===== config.mk =====
export PLATFORM = sky130hd
export DESIGN_NAME = bmdma_regbank
export DESIGN_NICKNAME = d
export VERILOG_FILES = /design/src/rtl/bmdma_pkg.sv /design/src/rtl/bmdma_decode.sv /design/src/rtl/bmdma_chan.sv /design/src/rtl/bmdma_mode.sv /design/src/rtl/bmdma_rdmux.sv /design/src/rtl/bmdma_regbank.sv
export SDC_FILE = /design/constraint.sdc
export NUM_CORES = 1
export LEC_CHECK = 0
export BUFFER_PORTS_ARGS = -buffer_cell sky130_fd_sc_hd__buf_2
export CAP_MARGIN = 10
export CORE_MARGIN = 8
export CORE_UTILIZATION = 55
export CTS_CLUSTER_SIZE = 28
export DETAILED_ROUTE_END_ITERATION = 8
export PLACE_DENSITY_LB_ADDON = 0.12
export SLEW_MARGIN = 15
export SYNTH_ARGS = -nofsm -noshare
export SYNTH_HDL_FRONTEND = slang
export SYNTH_HIERARCHICAL = 1
export SYNTH_SLANG_ARGS = --single-unit

===== constraint.sdc =====
create_clock -name clk -period 1.97 [get_ports clk]
set_input_delay 0.197 -clock clk [delete_from_list [all_inputs] [get_ports clk]]
set_output_delay 0.197 -clock clk [all_outputs]
set_load 0.05 [all_outputs]

===== src/rtl/bmdma_pkg.sv =====
package bmdma_pkg;

  localparam int unsigned BANK_BYTES = 8;
  localparam int unsigned DESC_LANES = 4;
  localparam int unsigned DESC_W     = DESC_LANES * 8;

  // bank offsets (decoded by software, so positions are fixed)
  localparam logic [2:0] OFS_CMD  = 3'd0;
  localparam logic [2:0] OFS_MODE = 3'd1;
  localparam logic [2:0] OFS_STAT = 3'd2;
  localparam logic [2:0] OFS_TIME = 3'd3;

  localparam logic [7:0] CMD_KEEP  = 8'h09;
  localparam logic [7:0] MODE_KEEP = 8'h30;
  localparam logic [7:0] STAT_RW   = 8'h60;
  localparam logic [7:0] STAT_W1C  = 8'h06;
  localparam logic [7:0] STAT_RO   = 8'h01;

  localparam int unsigned ST_ACT = 0;
  localparam int unsigned ST_ERR = 1;
  localparam int unsigned ST_IRQ = 2;

  typedef enum logic [1:0] {
    SZ_BYTE  = 2'b00,
    SZ_WORD  = 2'b01,
    SZ_DWORD = 2'b10,
    SZ_WIDE  = 2'b11
  } acc_size_e;

  function automatic logic [DESC_LANES-1:0] lane_mask(acc_size_e sz, logic [1:0] lane);
    case (sz)
      SZ_BYTE: return 4'b0001 << lane;
      SZ_WORD: return 4'b0011 << lane;
      default: return 4'b1111;
    endcase
  endfunction

  function automatic logic [DESC_W-1:0] desc_merge(logic [DESC_W-1:0] old,
                                                   logic [DESC_W-1:0] wd,
                                                   acc_size_e sz,
                                                   logic [1:0] lane);
    logic [DESC_LANES-1:0] m;
    logic [DESC_W-1:0]     sh;
    logic [DESC_W-1:0]     res;
    m  = lane_mask(sz, lane);
    sh = (sz == SZ_BYTE || sz == SZ_WORD) ? (wd << {lane, 3'b000}) : wd;
    for (int i = 0; i < int'(DESC_LANES); i++) begin
      res[i*8 +: 8] = m[i] ? sh[i*8 +: 8] : old[i*8 +: 8];
    end
    res[1:0] = 2'b00;
    return res;
  endfunction

  function automatic logic [DESC_W-1:0] desc_read(logic [DESC_W-1:0] val,
                                                  acc_size_e sz,
                                                  logic [1:0] lane);
    case (sz)
      SZ_BYTE: return (val >> {lane, 3'b000}) & 32'h0000_00FF;
      SZ_WORD: return (val >> {lane, 3'b000}) & 32'h0000_FFFF;
      default: return val;
    endcase
  endfunction

  function automatic logic [7:0] stat_write(logic [7:0] old, logic [7:0] w);
    return (w & STAT_RW) | (old & STAT_RO) | (old & ~w & STAT_W1C);
  endfunction

endpackage


===== src/rtl/bmdma_decode.sv =====
module bmdma_decode
  import bmdma_pkg::*;
#(
  parameter int unsigned NUM_CH = 2,
  localparam int unsigned CH_W   = $clog2(NUM_CH),
  localparam int unsigned WIN_AW = CH_W + 3
) (
  input  logic [WIN_AW-1:0] addr_i,
  input  logic              wr_i,
  output logic [CH_W-1:0]   ch_o,
  output logic [2:0]        ofs_o,
  output logic              hit_o,
  output logic [NUM_CH-1:0] ch_wr_o,
  output logic              mode_wr_o
);

  assign ch_o  = addr_i[WIN_AW-1:3];
  assign ofs_o = addr_i[2:0];
  assign hit_o = (int'(ch_o) < int'(NUM_CH));

  always_comb begin
    ch_wr_o = '0;
    for (int c = 0; c < int'(NUM_CH); c++) begin
      ch_wr_o[c] = wr_i && hit_o && (int'(ch_o) == c);
    end
  end

  assign mode_wr_o = wr_i && hit_o && (ofs_o == OFS_MODE);

endmodule


===== src/rtl/bmdma_chan.sv =====
module bmdma_chan
  import bmdma_pkg::*;
#(
  parameter bit TIMING_EN = 1'b1
) (
  input  logic              clk,
  input  logic              rst_n,
  input  logic              wr_i,
  input  logic [2:0]        ofs_i,
  input  acc_size_e         size_i,
  input  logic [DESC_W-1:0] wdata_i,
  input  logic              eng_done_i,
  input  logic              eng_err_i,
  input  logic              eng_irq_i,
  output logic [7:0]        cmd_o,
  output logic [7:0]        stat_o,
  output logic [7:0]        time_o,
  output logic [DESC_W-1:0] desc_o,
  output logic              start_o,
  output logic              cancel_o,
  output logic              load_o
);

  logic [7:0]        cmd_q, stat_q, time_q, stat_n;
  logic [DESC_W-1:0] desc_q;
  logic [7:0]        wbyte;
  logic              cmd_wr, stat_wr, time_wr, desc_wr;
  logic              start_go, stop_go, act_n;

  // named events for the checks below
  assign wbyte    = wdata_i[7:0];
  assign cmd_wr   = wr_i && (ofs_i == OFS_CMD);
  assign stat_wr  = wr_i && (ofs_i == OFS_STAT);
  assign time_wr  = wr_i && (ofs_i == OFS_TIME) && TIMING_EN;
  assign desc_wr  = wr_i && ofs_i[2];
  assign start_go = cmd_wr && wbyte[0] && !stat_q[ST_ACT];
  assign stop_go  = cmd_wr && !wbyte[0];

  always_comb begin
    stat_n = stat_wr ? stat_write(stat_q, wbyte) : stat_q;
    if (eng_err_i) stat_n[ST_ERR] = 1'b1;
    if (eng_irq_i) stat_n[ST_IRQ] = 1'b1;
    if (start_go)        act_n = 1'b1;
    else if (stop_go)    act_n = 1'b0;
    else if (eng_done_i) act_n = 1'b0;
    else                 act_n = stat_q[ST_ACT];
    stat_n[ST_ACT] = act_n;
  end

  always_ff @(posedge clk or negedge rst_n) begin
    if (!rst_n) begin
      cmd_q    <= '0;
      stat_q   <= '0;
      time_q   <= '0;
      desc_q   <= '0;
      start_o  <= 1'b0;
      cancel_o <= 1'b0;
      load_o   <= 1'b0;
    end else begin
      if (cmd_wr)  cmd_q  <= wbyte & CMD_KEEP;
      if (time_wr) time_q <= wbyte;
      if (desc_wr) desc_q <= desc_merge(desc_q, wdata_i, size_i, ofs_i[1:0]);
      stat_q   <= stat_n;
      start_o  <= start_go;
      cancel_o <= stop_go;
      load_o   <= desc_wr;
    end
  end

  assign cmd_o  = cmd_q;
  assign stat_o = stat_q;
  assign time_o = time_q;
  assign desc_o = desc_q;

  AST_CANCEL_ON_STOP: assert property (@(posedge clk) disable iff (!rst_n)
    (cmd_wr && !wdata_i[0]) |=> (cancel_o && !stat_q[ST_ACT]));
  AST_STROBE_EXCL: assert property (@(posedge clk) disable iff (!rst_n)
    !(start_o && cancel_o));
  AST_START_ONLY_IDLE: assert property (@(posedge clk) disable iff (!rst_n)
    start_o |-> (stat_q[ST_ACT] && !$past(stat_q[ST_ACT])));
  AST_NO_RESTART: assert property (@(posedge clk) disable iff (!rst_n)
    (cmd_wr && wdata_i[0] && stat_q[ST_ACT]) |=> !start_o);
  AST_ERR_W1C: assert property (@(posedge clk) disable iff (!rst_n)
    (stat_wr && wdata_i[1] && !eng_err_i) |=> !stat_q[ST_ERR]);
  AST_STAT_RSVD: assert property (@(posedge clk) disable iff (!rst_n)
    (stat_q[7] == 1'b0) && (stat_q[4:3] == 2'b00));
  AST_ERR_SET: assert property (@(posedge clk) disable iff (!rst_n)
    eng_err_i |=> stat_q[ST_ERR]);
  AST_DONE_CLEARS: assert property (@(posedge clk) disable iff (!rst_n)
    (eng_done_i && stat_q[ST_ACT]) |=> !stat_q[ST_ACT]);
  AST_DESC_ALIGN: assert property (@(posedge clk) disable iff (!rst_n)
    desc_o[1:0] == 2'b00);
  AST_LOAD_STROBE: assert property (@(posedge clk) disable iff (!rst_n)
    desc_wr |=> load_o);

endmodule


===== src/rtl/bmdma_mode.sv =====
module bmdma_mode
  import bmdma_pkg::*;
#(
  parameter bit TIMING_EN = 1'b1
) (
  input  logic       clk,
  input  logic       rst_n,
  input  logic       wr_i,
  input  logic [7:0] wbyte_i,
  output logic [7:0] mode_o
);

  logic [7:0] mode_q;
  logic       mode_we;

  assign mode_we = wr_i && TIMING_EN;

  always_ff @(posedge clk or negedge rst_n) begin
    if (!rst_n)       mode_q <= '0;
    else if (mode_we) mode_q <= (mode_q & ~MODE_KEEP) | (wbyte_i & MODE_KEEP);
  end

  assign mode_o = mode_q;

  AST_MODE_FIXED_BITS: assert property (@(posedge clk) disable iff (!rst_n)
    (mode_q & ~MODE_KEEP) == 8'h00);

endmodule


===== src/rtl/bmdma_rdmux.sv =====
module bmdma_rdmux
  import bmdma_pkg::*;
#(
  parameter int unsigned NUM_CH    = 2,
  parameter bit          TIMING_EN = 1'b1,
  localparam int unsigned CH_W = $clog2(NUM_CH)
) (
  input  logic [CH_W-1:0]               ch_i,
  input  logic [2:0]                    ofs_i,
  input  logic                          hit_i,
  input  acc_size_e                     size_i,
  input  logic [NUM_CH-1:0][7:0]        cmd_i,
  input  logic [NUM_CH-1:0][7:0]        stat_i,
  input  logic [NUM_CH-1:0][7:0]        time_i,
  input  logic [NUM_CH-1:0][DESC_W-1:0] desc_i,
  input  logic [7:0]                    mode_i,
  output logic [DESC_W-1:0]             rdata_o
);

  logic [7:0] byte_v;

  always_comb begin
    byte_v  = 8'h00;
    rdata_o = '0;
    if (hit_i) begin
      case (ofs_i)
        OFS_CMD:  byte_v = cmd_i[ch_i];
        OFS_MODE: byte_v = TIMING_EN ? mode_i : 8'hFF;
        OFS_STAT: byte_v = stat_i[ch_i];
        OFS_TIME: byte_v = TIMING_EN ? time_i[ch_i] : 8'hFF;
        default:  byte_v = 8'h00;
      endcase
      if (ofs_i[2]) rdata_o = desc_read(desc_i[ch_i], size_i, ofs_i[1:0]);
      else          rdata_o = {{(DESC_W-8){1'b0}}, byte_v};
    end
  end

endmodule


===== src/rtl/bmdma_regbank.sv =====
module bmdma_regbank
  import bmdma_pkg::*;
#(
  parameter int unsigned NUM_CH    = 2,
  parameter bit          TIMING_EN = 1'b1,
  localparam int unsigned CH_W   = $clog2(NUM_CH),
  localparam int unsigned WIN_AW = CH_W + 3
) (
  input  logic                     clk,
  input  logic                     rst_n,
  input  logic                     bus_wr_i,
  input  logic [WIN_AW-1:0]        bus_addr_i,
  input  logic [1:0]               bus_size_i,
  input  logic [DESC_W-1:0]        bus_wdata_i,
  output logic [DESC_W-1:0]        bus_rdata_o,
  input  logic [NUM_CH-1:0]        eng_done_i,
  input  logic [NUM_CH-1:0]        eng_err_i,
  input  logic [NUM_CH-1:0]        eng_irq_i,
  output logic [NUM_CH-1:0]        dma_start_o,
  output logic [NUM_CH-1:0]        dma_cancel_o,
  output logic [NUM_CH-1:0]        dma_dir_o,
  output logic [NUM_CH-1:0]        cur_load_o,
  output logic [NUM_CH*DESC_W-1:0] cur_addr_o
);

  acc_size_e                     size_e;
  logic [CH_W-1:0]               ch;
  logic [2:0]                    ofs;
  logic                          hit, mode_wr;
  logic [NUM_CH-1:0]             ch_wr;
  logic [NUM_CH-1:0][7:0]        cmd_a, stat_a, time_a;
  logic [NUM_CH-1:0][DESC_W-1:0] desc_a;
  logic [7:0]                    mode_v;

  assign size_e = acc_size_e'(bus_size_i);

  bmdma_decode #(.NUM_CH(NUM_CH)) u_dec (
    .addr_i   (bus_addr_i),
    .wr_i     (bus_wr_i),
    .ch_o     (ch),
    .ofs_o    (ofs),
    .hit_o    (hit),
    .ch_wr_o  (ch_wr),
    .mode_wr_o(mode_wr)
  );

  for (genvar c = 0; c < NUM_CH; c++) begin : g_ch
    bmdma_chan #(.TIMING_EN(TIMING_EN)) u_chan (
      .clk       (clk),
      .rst_n     (rst_n),
      .wr_i      (ch_wr[c]),
      .ofs_i     (ofs),
      .size_i    (size_e),
      .wdata_i   (bus_wdata_i),
      .eng_done_i(eng_done_i[c]),
      .eng_err_i (eng_err_i[c]),
      .eng_irq_i (eng_irq_i[c]),
      .cmd_o     (cmd_a[c]),
      .stat_o    (stat_a[c]),
      .time_o    (time_a[c]),
      .desc_o    (desc_a[c]),
      .start_o   (dma_start_o[c]),
      .cancel_o  (dma_cancel_o[c]),
      .load_o    (cur_load_o[c])
    );
    assign dma_dir_o[c]                     = cmd_a[c][3];
    assign cur_addr_o[c*DESC_W +: DESC_W]   = desc_a[c];
  end

  bmdma_mode #(.TIMING_EN(TIMING_EN)) u_mode (
    .clk    (clk),
    .rst_n  (rst_n),
    .wr_i   (mode_wr),
    .wbyte_i(bus_wdata_i[7:0]),
    .mode_o (mode_v)
  );

  bmdma_rdmux #(.NUM_CH(NUM_CH), .TIMING_EN(TIMING_EN)) u_rd (
    .ch_i   (ch),
    .ofs_i  (ofs),
    .hit_i  (hit),
    .size_i (size_e),
    .cmd_i  (cmd_a),
    .stat_i (stat_a),
    .time_i (time_a),
    .desc_i (desc_a),
    .mode_i (mode_v),
    .rdata_o(bus_rdata_o)
  );

  AST_ONE_CHANNEL: assert property (@(posedge clk) disable iff (!rst_n)
    $onehot0(ch_wr));
  AST_IDLE_STROBES: assert property (@(posedge clk) disable iff (!rst_n)
    (ch_wr == '0) |=> ((dma_start_o == '0) && (dma_cancel_o == '0) && (cur_load_o == '0)));

endmodule


After elaboration in Yosys (flattened, before gate mapping)
Cells that the tools add are included.
{"block": "classes", "addsub": 0, "mul": 0, "n_div": 0, "n_lt_le_gt_ge": 1, "n_eq_ne": 4, "shift": 4, "mux": 27, "bitwise": 9, "reduce_logical": 37}
{"op": "$mux W32", "count": 4}
{"op": "$pmux W32 S2", "count": 1}
{"op": "$mux W8", "count": 5}
{"op": "$pmux W8 S4", "count": 1}
{"op": "$shl A32 B5 Y32", "count": 1}
{"op": "$shr A32 B5 Y16", "count": 1}
{"op": "$logic_and A1 B1 Y1", "count": 17}
{"op": "$reduce_and A2 Y1", "count": 8}
{"op": "$or A7 B1 Y7", "count": 2}
{"op": "$or A7 B3 Y7", "count": 2}
{"op": "$mux W4", "count": 3}
{"op": "$mux W1", "count": 10}
{"op": "$or A8 B6 Y8", "count": 1}
{"op": "$pmux W4 S2", "count": 1}
{"op": "$reduce_bool A2 Y1", "count": 4}
{"op": "$and A3 B3 Y3", "count": 2}
{"op": "$eq A3 B2 Y1 const B", "count": 2}
{"op": "$mux W3", "count": 2}
{"op": "$reduce_bool A3 Y1", "count": 2}
{"op": "$shl A1 B2 Y4 const A", "count": 1}
{"op": "$shl A2 B2 Y4 const A", "count": 1}
{"op": "$eq A3 B1 Y1 const B", "count": 1}
{"op": "$logic_not A1 Y1", "count": 3}
{"op": "$logic_not A3 Y1", "count": 1}
{"op": "other kinds (6)", "count": 6}
{"block": "word_totals", "regBits": 110, "latch_bits": 0, "ramBits": 0, "mem_bits_ro": 0, "in_bits": 47, "output_inout_bits": 104, "wordCells": 109, "memories": 0}

Longest topological paths before layout
{"block": "logic_depth", "depth_word": 6, "depth_mapped": 8, "ltp_nobuf": 5}

By module
The synthesis kept the hierarchy.
{"module": "bmdma_chan", "n_inst": 2, "cells_each": 224, "area_per_inst_um2": 2406.1, "seq_area_each_um2": 1201.2}
{"module": "bmdma_rdmux", "n_inst": 1, "cells_each": 177, "area_per_inst_um2": 1555.2, "seq_area_each_um2": 0.0}
{"module": "bmdma_mode", "n_inst": 1, "cells_each": 11, "area_per_inst_um2": 121.4, "seq_area_each_um2": 50.0}
{"module": "bmdma_decode", "n_inst": 1, "cells_each": 9, "area_per_inst_um2": 66.3, "seq_area_each_um2": 0.0}

Least setup slack after synthesis
OpenSTA, ideal clock, no wires.
{"block": "synth_path", "path_kind": "input to output", "startpoint": "input bus_addr_i[2]", "endpoint": "output bus_rdata_o[15]", "arrival_ns": 1.910, "path_slack_ns": -0.137, "path_stages": 5, "path_buffers": 2, "cell_sequence": "buf_4 > buf_2 > nand4b_1 > o31a_1 > o22ai_1"}
{"block": "synth_between", "elab_chain_len": 1}
{"item": "start: declaration", "line": "bmdma_regbank.sv:12", "source": "input logic [WIN_AW-1:0] bus_addr_i,"}
{"item": "$mux W32", "line": "bmdma_rdmux.sv:33", "source": "if (ofs_i[2]) rdata_o = desc_read(desc_i[ch_i], size_i, ofs_i[1:0]);"}
{"item": "end: declaration", "line": "bmdma_regbank.sv:15", "source": "output logic [DESC_W-1:0] bus_rdata_o,"}
Every way passes these cells.

Final worst setup path
{"block": "layout_path", "startpoint": "register g_ch[0].u_chan.stat_q[0]", "endpoint": "output bus_rdata_o[0]"}
{"block": "layout_between", "elab_chain_len": 4}
{"item": "start: declaration", "line": "bmdma_chan.sv:24", "source": "logic [7:0] cmd_q, stat_q, time_q, stat_n;"}
{"item": "start signal: assignment", "line": "bmdma_chan.sv:63", "source": "stat_q <= stat_n;"}
{"item": "$mux W8 (not written as such) (2 in series)", "line": "bmdma_rdmux.sv:29", "source": "OFS_STAT: byte_v = stat_i[ch_i];"}
{"item": "$pmux W8 S4", "line": "bmdma_rdmux.sv:26", "source": "case (ofs_i)"}
{"item": "$mux W32", "line": "bmdma_rdmux.sv:33"}
Every way passes these cells. The select of a mux whose other input is x is not followed.

==> impl_metrics.csv <==
group,metric,value,unit
synthesis,ys_seq_area_share,37.4,%
clock_tree,clock-sinks,98,
synthesis,syn_area,6560,µm²
place,place.gp.congestion,0.938,
synthesis,synth_seq_cells,98,
power,p_seq_share,35.0,%
clock_tree,numCtsBuffers,9,
power,ir_worst_vdd,532,µV
final_layout,layout.nets,860,
clock_tree,cts_buffer_depth,2,
timing,skew,0.662,ps
critical_path,critPathKind,"flop to primary output",
synthesis,yosys_warnings,6,
final_layout,layout-drive-gt1-share,39.4,%
die,die-height,125,µm
routing,via_per_inst,6.10,
timing,setup_viol,8,
die,ios,151,
global_routing,grt_pass1_vias,5980,
critical_path,worstSetupEndpointType,"primary output",
flow_run,drv_cap,0,
routing,firstDrtPassIters,5,
routing,num_vias,5885,
critical_path,r2r_slack,960,ps
critical_path,start_kind,"flop",
clock_tree,htreeDepth,3,
critical_path,required,1770,ps
outcome,violations,"setup timing",
critical_path,cp.arrival,1930,ps
routing,wl_per_cell,22.0,µm
worst_hold_path,hold_class,"input pin to flop",
synthesis,synth_edf_count,0,
final_layout,syn2layout_area_growth,22.4,%
worst_hold_path,hold_path_depth,2,
routing,antenna_left,0,
power,switching_share,40.6,%
timing,fin_setup_tns,-773,ps
place,hpwl,16500,µm
timing,maxSlewViolCount,0,
global_routing,globalRouteOverflowTotal,0,
synthesis,synth-main-ff-cell,"dfrtp_1",
worst_hold_path,hp-start,"eng_done_i[0]",
clock_tree,path_clk_slew,70,ps
clock_tree,cts_tree,"yes",
timing,fin_crit_sh,108,%
routing,drc_errors,0,
synthesis,synthCells,645,
power,power_frac_clock,24.1,%
timing,max_freq,471,MHz
routing,first_iter_violations,529,
timing,final-hold-violation-count,0,
synthesis,async_flop_share,100,%
timing,worst_slack,-152,ps
timing,period_minus_slack,2120,ps
outcome,outcome,"finished, violations left",
critical_path,reg2reg_from,"g_ch[1].u_chan/time_o[7]$_DFFE_PN0P_",
clock_tree,clock_latency,350,ps
synthesis,avgSynthCellArea,10.2,µm²
global_routing,grt_start_max_net_pins,43,
final_layout,nFillCells,941,
die,dieArea,15700,µm²
power,combPwrFrac,40.9,%
synthesis,yosysUniqueCellTypes,46,
timing,rsz0062_at_grt,"true",
die,core,11800,µm²
die,dieWidth,125,µm
clock_tree,clockRootBuffer,"clkbuf_16",
critical_path,rr_worst_depth,3,
critical_path,path_max_fanout,2,
global_routing,grt_pass1_wl,33700,µm
global_routing,grt.total_usage,27.2,%
die,rows,40,
power,power_density,983,nW/µm²
final_layout,diodes,0,
critical_path,r2r-end,"g_ch[1].u_chan/time_o[7]$_DFFE_PN0P_",
die,start_util,55.5,%
power,internal-power,4.68,mW
routing,drt_wl_total,21200,µm
power,power.switching,3.20,mW
worst_hold_path,hold_path_end,"g_ch[0].u_chan/stat_o[0]$_DFFE_PN0P_",
final_layout,final_util,67.9,%
power,leakagePower,3.86,nW
global_routing,antenna_found_initial,0,
place,portBuffers,146,
place,place_ws,22.1,ps
-- worst max path at each step --
stage | from | to | slack [ps] | depth (start not counted)
floorplan | bus_addr_i[2] | bus_rdata_o[15] | -140 | 5
global placement | bus_addr_i[3] | bus_rdata_o[6] | 30 | 7
detailed placement | bus_addr_i[3] | bus_rdata_o[0] | 20 | 6
CTS | g_ch[0].u_chan/stat_o[0]$_DFFE_PN0P_ | bus_rdata_o[0] | -150 | 4
global route | g_ch[0].u_chan/stat_o[0]$_DFFE_PN0P_ | bus_rdata_o[0] | -190 | 4
finish | g_ch[0].u_chan/stat_o[0]$_DFFE_PN0P_ | bus_rdata_o[0] | -150 | 4
-- layer usage --
metal	wire, µm	global-route usage (%)
met1	9140	35.8
met2	9930	43.0
met3	1690	6.20
met4	469	9.89
met5	0	0
-- layout by cell type, fill, tap and decap left out, types with 3 or more instances in the layout --
cell | netlist | routed
a21oi_1 | 16 | 16
o21ai_0 | 49 | 49
a2bb2oi_1 | 24 | 24
o22ai_1 | 18 | 18
o32ai_1 | 6 | 6
and3b_1 | 4 | 4
buf_12 | 0 | 6
a22oi_1 | 34 | 34
mux2i_1 | 26 | 24
mux2_2 | 54 | 47
nor2_1 | 18 | 18
nand3_1 | 8 | 8
dfrtp_1 | 98 | 97
o211a_1 | 8 | 7
buf_6 | 6 | 8
a211oi_1 | 8 | 8
o31ai_1 | 6 | 6
clkbuf_16 | 0 | 9
buf_2 | 21 | 136
mux2_4 | 12 | 19
inv_1 | 3 | 3
mux4_2 | 16 | 16
buf_4 | 40 | 58
a21o_1 | 4 | 4
and2_1 | 3 | 3
conb_1 | 4 | 29
nor2b_1 | 32 | 32
nand2_1 | 74 | 74
nand2b_1 | 13 | 13
o21ai_1 | 4 | 4
-- logic make-up (layout without fill, tap and decap cells) --
logic type             Yosys count  in the layout  synth area share [%]
AOI/OAI and AO/OA              186            186                  19.8
and+or+nand+nor                169            169                  13.1
muxes                          108            108                  21.5
DFF                             98             98                  37.4
buffers and inverters           80            228                  7.96
other                            4             29                 0.229
-- Yosys cell counts, types with 3 or more instances --
library cell  instances  area (µm²)
o31ai_1               6        45.0
inv_1                 3        11.3
clkbuf_1              8        30.0
o21ai_0              49         245
o22ai_1              18         113
nand3_1               8        40.0
nor2_1               18        67.6
dfrtp_1              98        2450
a2bb2oi_1            24         210
conb_1                4        15.0
mux2_2               54         608
mux2_4               12         180
and3b_1               4        35.0
and2_1                3        18.8
buf_2                21         105
buf_6                 6        67.6
o32ai_1               6        52.6
a211oi_1              8        60.1
o211a_1               8        80.1
mux4_2               16         360
nand2_1              74         278
a21oi_1              16        80.1
buf_4                40         300
mux2i_1              26         260
nand2b_1             13        81.3
o21ai_1               4        20.0
a22oi_1              34         255
a21o_1                4        30.0
nor2b_1              32         200
-- registers in the layout, summed over array words and instances, names as in the netlist --
name / flops
g_ch.u_chan/desc_o: 60
g_ch.u_chan/cmd_o: 4
g_ch.u_chan/start_o: 2
u_mode/mode_o: 2
g_ch.u_chan/cancel_o: 2
g_ch.u_chan/time_o: 16
g_ch.u_chan/stat_o: 10
g_ch.u_chan/load_o: 2
-- worst max-delay path, cell delays in order, from the launching register on --
cell and delay (ps):
dfrtp_1 420, mux4_2 470, mux2_4 270, o211a_1 250
buf_6 170
-- power by group through the flow --
stage | clock network [mW] | registers, mW | logic (mW)
after floorplan | 0 | 3.63 | 1.29
after global placement | 0 | 2.78 | 3.05
after detailed placement | 0 | 2.79 | 3.09
after CTS | 1.92 | 2.75 | 3.18
after global routing | 2.00 | 2.81 | 3.40
final | 1.90 | 2.76 | 3.22
-- final cells by class --
| type | instances | area (µm²) | share of cell area, % |
|---|---|---|---|
| clock buffer | 11 | 243 | 3.03 |
| clock inverter | 5 | 77.6 | 0.967 |
| inverter | 3 | 11.3 | 0.140 |
| multi-input combinational | 492 | 3720 | 46.3 |
| sequential | 98 | 2450 | 30.6 |
| tap | 147 | 184 | 2.29 |
| timing repair buffer | 209 | 1340 | 16.7 |
-- stage by stage --
step / hold slack [ps] / total power, mW / instances / area (µm²)
2_1_floorplan: -98.6 / 4.92 / 670 / 6650
3_3_place_gp: 129 / 5.83 / 942 / 7550
3_5_place_dp: 126 / 5.88 / 942 / 7550
4_1_cts: 10.7 / 7.85 / 963 / 7990
5_1_grt: 6.17 / 8.21 / 965 / 8020
6_report: 20.2 / 7.88 / 965 / 8020
-- repair_timing --
| action | 4_1_cts | 5_1_grt |
|---|---|---|
| setup endpoints to repair | 8 | 10 |
| hold endpoints to repair | 21 | 0 |
| gates resized for setup | 23 | 6 |
| hold buffers | 1 | 0 |
| buffers inserted | 4 | 2 |
(Power assumes the default switching activity.)
